$ cat src/rtl/addsub_pkg.sv
// Package: shared constants and the flag bundle for the add/subtract unit.
// Assumes decimal digits are 4 bits wide and use base ten.
package addsub_pkg;
    localparam int DIGIT_W  = 4;
    localparam int DEC_BASE = 10;

    typedef struct packed {
        logic c;
        logic z;
        logic n;
        logic v;
    } addsub_flags_t;
endpackage

$ cat src/rtl/addsub_bin_path.sv
// Binary adder/subtractor. Subtraction adds the inverted M, so the carry
// out is the not-borrow. Assumes nothing about operand encoding.
module addsub_bin_path #(
    parameter int W = 8
) (
    input  logic [W-1:0] a,
    input  logic [W-1:0] m,
    input  logic         ci,
    input  logic         sub,
    output logic [W-1:0] sum,
    output logic         co
);
    logic [W-1:0] m_eff;

    // Choose M or its complement for the operation.
    always_comb m_eff = sub ? ~m : m;

    // One W+1 bit addition gives both the sum and the carry out.
    always_comb {co, sum} = {1'b0, a} + {1'b0, m_eff} + {{W{1'b0}}, ci};
endmodule

$ cat src/rtl/addsub_bcd_cell.sv
// One decimal digit of the adder/subtractor. ci/co are carry for add and
// not-borrow for subtract. Assumes digit inputs in 0..9.
module addsub_bcd_cell
    import addsub_pkg::*;
(
    input  logic [DIGIT_W-1:0] a,
    input  logic [DIGIT_W-1:0] m,
    input  logic               ci,
    input  logic               sub,
    output logic [DIGIT_W-1:0] d,
    output logic               co
);
    localparam logic [DIGIT_W:0]   BASE_S = DIGIT_W'(DEC_BASE);
    localparam logic [DIGIT_W-1:0] BASE_D = DIGIT_W'(DEC_BASE);

    logic [DIGIT_W:0]   add_raw;
    logic [DIGIT_W+1:0] sub_raw;

    // Raw digit sum and difference before decimal correction.
    always_comb begin
        add_raw = {1'b0, a} + {1'b0, m} + {{DIGIT_W{1'b0}}, ci};
        sub_raw = {2'b00, a} - {2'b00, m} - {{(DIGIT_W+1){1'b0}}, ~ci};
    end

    // Decimal correction and carry/borrow out.
    always_comb begin
        if (sub) begin
            if (sub_raw[DIGIT_W+1]) begin
                d  = sub_raw[DIGIT_W-1:0] + BASE_D;
                co = 1'b0;
            end else begin
                d  = sub_raw[DIGIT_W-1:0];
                co = 1'b1;
            end
        end else begin
            if (add_raw >= BASE_S) begin
                d  = DIGIT_W'(add_raw - BASE_S);
                co = 1'b1;
            end else begin
                d  = add_raw[DIGIT_W-1:0];
                co = 1'b0;
            end
        end
    end
endmodule

$ cat src/rtl/addsub_bcd_path.sv
// Packed-decimal adder/subtractor: a ripple chain of digit cells, digit 0
// in the least significant bits. Assumes every operand digit is 0..9.
module addsub_bcd_path
    import addsub_pkg::*;
#(
    parameter int DIGITS = 2,
    localparam int W     = DIGITS * DIGIT_W
) (
    input  logic [W-1:0] a,
    input  logic [W-1:0] m,
    input  logic         ci,
    input  logic         sub,
    output logic [W-1:0] sum,
    output logic         co
);
    logic [DIGITS:0] chain;

    // Carry/borrow enters at the low digit.
    always_comb chain[0] = ci;

    for (genvar g = 0; g < DIGITS; g++) begin : g_digit
        addsub_bcd_cell u_cell (
            .a   (a[g*DIGIT_W +: DIGIT_W]),
            .m   (m[g*DIGIT_W +: DIGIT_W]),
            .ci  (chain[g]),
            .sub (sub),
            .d   (sum[g*DIGIT_W +: DIGIT_W]),
            .co  (chain[g+1])
        );
    end

    // Carry/borrow out of the top digit.
    always_comb co = chain[DIGITS];
endmodule

$ cat src/rtl/dec_addsub_unit.sv
// Top: binary or packed-decimal add/subtract with a registered result and
// flags, loaded on a one-cycle start strobe and held otherwise.
// Assumes synchronous active-low reset and decimal digits in 0..9.
module dec_addsub_unit
    import addsub_pkg::*;
#(
    parameter int DIGITS = 2,
    localparam int W     = DIGITS * DIGIT_W
) (
    input  logic         clk,
    input  logic         rst_n,
    input  logic         start,
    input  logic         sub_sel,
    input  logic         dec_mode,
    input  logic         carry_in,
    input  logic [W-1:0] opnd_a,
    input  logic [W-1:0] opnd_m,
    output logic [W-1:0] result,
    output logic         flag_c,
    output logic         flag_z,
    output logic         flag_n,
    output logic         flag_v
);
    logic [W-1:0]  bin_sum;
    logic          bin_co;
    logic [W-1:0]  dec_sum;
    logic          dec_co;
    logic [W-1:0]  nxt_res;
    addsub_flags_t nxt_flg;
    addsub_flags_t flg_q;
    logic [W-1:0]  res_q;

    addsub_bin_path #(.W(W)) u_bin (
        .a   (opnd_a),
        .m   (opnd_m),
        .ci  (carry_in),
        .sub (sub_sel),
        .sum (bin_sum),
        .co  (bin_co)
    );

    addsub_bcd_path #(.DIGITS(DIGITS)) u_bcd (
        .a   (opnd_a),
        .m   (opnd_m),
        .ci  (carry_in),
        .sub (sub_sel),
        .sum (dec_sum),
        .co  (dec_co)
    );

    // Select the mode's result and derive the next flags from it.
    always_comb begin
        nxt_res   = dec_mode ? dec_sum : bin_sum;
        nxt_flg.c = dec_mode ? dec_co : bin_co;
        nxt_flg.z = (nxt_res == '0);
        nxt_flg.n = nxt_res[W-1];
        nxt_flg.v = (opnd_a[W-1] == opnd_m[W-1]) && (nxt_res[W-1] != opnd_a[W-1]);
    end

    // Accumulator and flag register: reset, load on strobe, else hold.
    always_ff @(posedge clk) begin
        if (!rst_n) begin
            res_q <= '0;
            flg_q <= '{c: 1'b0, z: 1'b1, n: 1'b0, v: 1'b0};
        end else if (start) begin
            res_q <= nxt_res;
            flg_q <= nxt_flg;
        end
    end

    // Drive the ports from the registers.
    always_comb begin
        result = res_q;
        flag_c = flg_q.c;
        flag_z = flg_q.z;
        flag_n = flg_q.n;
        flag_v = flg_q.v;
    end
endmodule

$ cat config.mk
export PLATFORM = sky130hd
export DESIGN_NAME = dec_addsub_unit
export DESIGN_NICKNAME = d
export VERILOG_FILES = /design/src/rtl/addsub_pkg.sv /design/src/rtl/addsub_bin_path.sv /design/src/rtl/addsub_bcd_cell.sv /design/src/rtl/addsub_bcd_path.sv /design/src/rtl/dec_addsub_unit.sv
export SDC_FILE = /design/constraint.sdc
export NUM_CORES = 1
export LEC_CHECK = 0
export CORE_MARGIN = 2
export CORE_UTILIZATION = 59
export CTS_CLUSTER_SIZE = 30
export DETAILED_ROUTE_END_ITERATION = 10
export DONT_BUFFER_PORTS = 1
export PLACE_DENSITY = 0.75
export SLEW_MARGIN = 25
export SYNTH_ARGS = -nofsm -noshare
export SYNTH_HDL_FRONTEND = slang
export SYNTH_SLANG_ARGS = --single-unit
$ cat constraint.sdc
create_clock -name clk -period 7.4 [get_ports clk]
set_clock_uncertainty 0.2 [all_clocks]
set_input_delay 1.11 -clock clk [delete_from_list [all_inputs] [get_ports clk]]
set_output_delay 1.11 -clock clk [all_outputs]
set_load 0.01 [all_outputs]
# After elaboration in Yosys (flattened, before gate mapping)
# Index checks and enable logic that the tools add are counted.
dict set report word_totals {
  ff_bits 12
  inputBits 22
  output_inout_bits 12
  word_cells 43
}
dict set report classes {
  n_addsub 14
  order_cmp 2
  eq_ne 2
  mux 15
  n_bitwise 3
  n_reduce_logical 2
}
# operator count
set op_table {}
lappend op_table {{$mux 4} 6}
lappend op_table {{$mux 8} 2}
lappend op_table {{$sub 5x2->6} 2}
lappend op_table {{$add 4x4->5} 2}
lappend op_table {{$add 5x1->5} 2}
lappend op_table {{$ge 5x5->1 const B} 2}
lappend op_table {{$sub 4x4->5} 2}
lappend op_table {{$add 8x8->9} 1}
lappend op_table {{$add 9x1->9} 1}
lappend op_table {{$add 4x4->4 const B} 2}
lappend op_table {{$logic_not 8->1} 1}
lappend op_table {{$not 8->8} 1}
lappend op_table {{$sub 4x4->4 const B} 2}
lappend op_table {{$mux 1} 7}
lappend op_table {{$not 1->1} 2}
lappend op_table {{$eq 1x1->1} 1}
lappend op_table {{$logic_and 1x1->1} 1}
lappend op_table {{$ne 1x1->1} 1}

# Depth between registers and ports, before layout
dict set report logic_depth {
  word_depth 13
  ltp_mapped 17
  ltp_nobuf 17
}

# Modules after synthesis
# Synthesis repeated with hierarchy kept, for this count alone.
dict set report hier_totals {
  hier_cells 259
  area_unflattened_um2 2224.6
}
# module n_inst cells_per_inst area_per_inst_um2 seq_area_each_um2
set modules_own_cells {}
lappend modules_own_cells {{addsub_bcd_cell at u_bcd.g_digit[0].u_cell} 1 75 635.6 0.0}
lappend modules_own_cells {{addsub_bcd_cell at u_bcd.g_digit[1].u_cell} 1 75 634.4 0.0}
lappend modules_own_cells {dec_addsub_unit 1 56 536.8 220.2}
lappend modules_own_cells {addsub_bin_path 1 53 417.9 0.0}

# Worst setup path after synthesis
# No wires, ideal clock.
dict set report synth_path {
  path_type {input-to-reg}
  start {input port carry_in}
  end {register flg_q (netlist bit flag_z)}
  arrival_ps 5213
  required_time_ps 7055
  path_slack_ps 1842
  path_stages 16
  path_buffers 0
  path_cell_list {inv_1 -> fa_1 -> fa_1 -> xnor2_1 -> ha_1 -> a221oi_4 -> mux2i_1 -> fa_1 -> fa_1 -> xnor2_1 -> ha_1 -> a221oi_2 -> mux2_2 -> a22oi_1 -> o21a_1 -> o311ai_2}
}
dict set report synth_between {
  elab_chain_len 11
  word_cells_on_any_way 24
}
# item line_no
set synth_lines {}
lappend synth_lines {{start: declaration} dec_addsub_unit.sv:15} ;# input logic carry_in,
lappend synth_lines {{$add 5x1->5 or $not 1->1 (tied branches)} {addsub_bcd_cell.sv:21, addsub_bcd_cell.sv:22}}
lappend synth_lines {{$ge 5x5->1 or $sub 5x2->6 (tied branches)} {addsub_bcd_cell.sv:36, addsub_bcd_cell.sv:22}}
lappend synth_lines {{$mux 1, on equally long branches} {addsub_bcd_cell.sv:36, addsub_bcd_cell.sv:28}}
lappend synth_lines {{$mux 1} addsub_bcd_cell.sv:27} ;# if (sub) begin
lappend synth_lines {{$not 1->1} addsub_bcd_cell.sv:22} ;# sub_raw = {2'b00, a} - {2'b00, m} - {{(DIGIT_W+1){1'b0}}, ~ci};
lappend synth_lines {{$sub 5x2->6} addsub_bcd_cell.sv:22}
lappend synth_lines {{$add 4x4->4} addsub_bcd_cell.sv:29} ;# d = sub_raw[DIGIT_W-1:0] + BASE_D;
lappend synth_lines {{$mux 4} addsub_bcd_cell.sv:28} ;# if (sub_raw[DIGIT_W+1]) begin
lappend synth_lines {{$mux 4} addsub_bcd_cell.sv:27}
lappend synth_lines {{$mux 8 (*)} dec_addsub_unit.sv:53} ;# nxt_res = dec_mode ? dec_sum : bin_sum;
lappend synth_lines {{$logic_not 8->1 (*)} dec_addsub_unit.sv:55} ;# nxt_flg.z = (nxt_res == '0);
lappend synth_lines {{end signal: assignment} dec_addsub_unit.sv:64} ;# flg_q <= '{c: 1'b0, z: 1'b1, n: 1'b0, v: 1'b0};
lappend synth_lines {{end signal: assignment} dec_addsub_unit.sv:67} ;# flg_q <= nxt_flg;
lappend synth_lines {{end: declaration} dec_addsub_unit.sv:30} ;# addsub_flags_t flg_q;
# Mark *: on every way between the ends. The rest lies on a longest branch, timed or not.
# A chain may end at the register's enable or synchronous reset.

# Worst setup path after layout
# Ends and elaborated chain as after synthesis.

==> results.tsv <==
stage	metric	value	unit
finish	ant diodes	0	
placed_design	Port Buffers	0	
die	# rows	21	
power	switching share of total power	0.422	
finish	most common cell after layout, fill and taps aside	ha_1	
setup_path	worst r2r dst	result[4]	
yosys	Mapped Cells	246	
sta	Max Freq	178	MHz
finish	Final Core Density	0.630	
yosys	area leader, netlist	ha_1	
clocking	Clock Latency Late Sink	0.25	ns
clocking	cts bufs inserted	3	
detailed_routing	post-route ant nets	0	
finish	area delta synth->final	1.68	%
global_routing	vias in the first global route	1808	
power	Int Power	0.180	mW
finish	layout cells sized above 1	0.0747	
finish	most frequent cells in the layout	ha_1 (29), inv_1 (23), nand2_1 (16)	
die	Core Area	3360	um2
worst_hold_path	worst min path class	register to register	
finish	layout net count	301	
power	Total Power	0.311	mW
detailed_routing	via count	1714	
detailed_routing	DRT Pass-1 Iters	4	
power	Flop pwr share	0.235	
global_routing	total track usage	0.227	
sta	Slew HR	0.603	
setup_path	Top cell by count, worst path	fa_1	
sta	Fin. Hold Viols	0	
setup_path	reg-to-reg slack, setup	6.34	ns
detailed_routing	drt initial violations	43	
setup_path	Crit Path Class	primary input to register	
setup_path	critical path endpoint category	register	
worst_hold_path	hold path depth	2	
yosys	Post-synth EDFFs	0	
sta	Worst Tran Pin Value	0.592	ns
global_routing	Remaining Overflow, GRT	0	
sta	post-route setup slack	1.79	ns
worst_hold_path	hold path start	result[6]	
setup_path	Worst path slowest cell	fa_1	
setup_path	crit-path cells	inv_1 -> fa_1 -> fa_1 -> xnor2_1 -> ha_1 -> a221oi_4 -> mux2i_1 -> fa_1 -> fa_1 -> xnor2_1 -> ha_1 -> a221oi_2 -> mux2_2 -> a22oi_1 -> o21a_1 -> o311ai_2	
finish	design area	2120	um2
die	die height	63.4	um
detailed_routing	final wirelength	4.27	mm
setup_path	Worst EP required	7.34	ns
clocking	clock slew at reported path FFs	0.07	ns
setup_path	Critical Path Max Stage Delay	0.48	ns
setup_path	r2r startpoint	result[4]	
setup_path	CP Max Fanout	3	
die	io pins	34	
global_routing	initial antenna violation count	0	
setup_path	r2r worst-path depth	2	
sta	Hold WS	0.334	ns
placed_design	placed cell count	283	
yosys	synth unique cells	56	
die	Initial Utilization	0.620	
global_routing	first-pass GRT wire length	7.69	mm
detailed_routing	residual DRC count	0	
clocking	cts repair resizes	0	
clocking	H-tree Lvls	1	
power	Max rail drop VDD	0.115	mV
flow_run	max_cap viols	0	
placed_design	gpl congestion	0.867	
power	power per cell area	147	nW/um2
die	Die X	63.4	um
placed_design	Setup WS pre-CTS	1.54	ns
sta	setup_tns	0	ns
clocking	clock tree buffer depth	2	
status	outcome	finished clean	
die	Die Area	4020	um2
yosys	largest cells by area after synthesis	ha_1 (17%), dfxtp_1 (11%), fa_1 (7.7%)	
power	P_sw	0.131	mW
yosys	Post-synth ARST share	0	
detailed_routing	post-DR vias/cell	5.97	
setup_path	CP arrival	5.55	ns
yosys	Avg Inst Size Synth	8.47	um2
clocking	post-CTS setup buffers	0	
clocking	clk sinks	11	
sta	crit share post-route	0.758	
sta	RSZ-0062 raised after global routing	false	
worst_hold_path	WHS Endpoint	result[6]	
yosys	Mapped Area	2080	um2
finish	Post-Layout Cell Count	287	
yosys	Synth Flop Type	dfxtp_1	
placed_design	Placed Instance Area	2090	um2
placed_design	detailed placement HPWL	3.62	mm
power	clock share of power	0.122	
yosys	Ys Warns	0	
yosys	Synth Net Count	305	
power	Comb power frac	0.643	
yosys	top cell type's share of synthesized area	0.174	
clocking	# hold bufs at CTS	0	
setup_path	CP Launch Type	primary input	
power	Leak Pwr	0.943	nW
detailed_routing	WL/cell	14.9	um
yosys	#FFs+latches synth	11	
sta	Final Max Slew Viols	0	
sta	Tmin final	5.61	ns
yosys	Seq/Total Area, Yosys	0.106	
global_routing	largest net degree at the start of global routing	20	
clocking	CTS tree	yes	
clocking	root buffer cell	clkbuf_4	
sta	endpoints failing setup	0	
area by class of cell:
class,instances,area (um2)
Clock buffer,4,26.3
Fill cell,332,1240
Inverter,24,90.1
Multi-Input combinational cell,202,1730
Sequential cell,11,220
Tap cell,46,57.6
per-layer routing:
metal	up-vias	global-route usage	share of wire
met2	37	0.368	0.43
met1	802	0.315	0.51
li1	869	-	-
met4	0	0.0516	0.0073
met5	-	0	0
met3	6	0.0375	0.056
power by group through the flow:
| stage | Clock (mW) | Sequential [mW] | Combinational, mW |
|---|---|---|---|
| finish | 0.0380 | 0.0730 | 0.200 |
| global route | 0.0429 | 0.0736 | 0.225 |
| CTS | 0.0404 | 0.0730 | 0.199 |
| detailed placement | 0 | 0.0743 | 0.198 |
| global placement | 0 | 0.0742 | 0.194 |
| floorplan | 0 | 0.0728 | 0.170 |
how the worst max path moves through the flow:
stage / from / to / slack [ns] / depth (start not counted)
2_1_floorplan: carry_in / flag_z / 1.84 / 16
3_3_place_gp: carry_in / flag_z / 1.64 / 16
6_report: carry_in / flag_z / 1.79 / 16
4_1_cts: carry_in / flag_z / 1.79 / 16
5_1_grt: carry_in / result[6] / 1.47 / 16
3_5_place_dp: carry_in / flag_z / 1.54 / 16
synthesized netlist by cell type (all sizes together), types with 3 or more instances:
cell and number:
o21bai 3, fa 8, xor2 9, nor3 14, xnor2 14, dfxtp 11
ha 29, inv 23, clkbuf 5, and2 3, o21a 7, a21oi 8
mux2i 7, o31ai 3, nor2b 13, nand3 4, a221oi 6, o21ai 7
nor2 7, nand2 16, buf 4, nand3b 5, o211a 3, mux2 5
o211ai 3
worst max-delay path: cells and delay by family:
kind	cells	cell delay [ns]
muxes	2	0.55
buffers and inverters	1	0.07
AOI/OAI and AO/OA	5	1.20
adders and majority gates	6	2.26
xor gates and xnor gates	2	0.36
registers in the layout, summed over array words and instances, names as in the netlist:
| register | flops |
|---|---|
| flag_c | 1 |
| flag_n | 1 |
| flag_v | 1 |
| flag_z | 1 |
| result | 7 |
logic make-up (layout without fill, tap and decap cells):
logic type               count (synthesis)  in the layout  synth area share
flip-flops                              11             11             0.106
adder cells (fa/ha/maj)                 37             37             0.251
AND/OR/NAND/NOR                         75             75             0.202
buffers and inverters                   33             28            0.0666
multiplexers                            12             12            0.0606
XOR/XNOR                                23             23             0.100
AO/OA/AOI/OAI                           55             55             0.214
No activity file was read; power rests on OpenSTA's default activity.
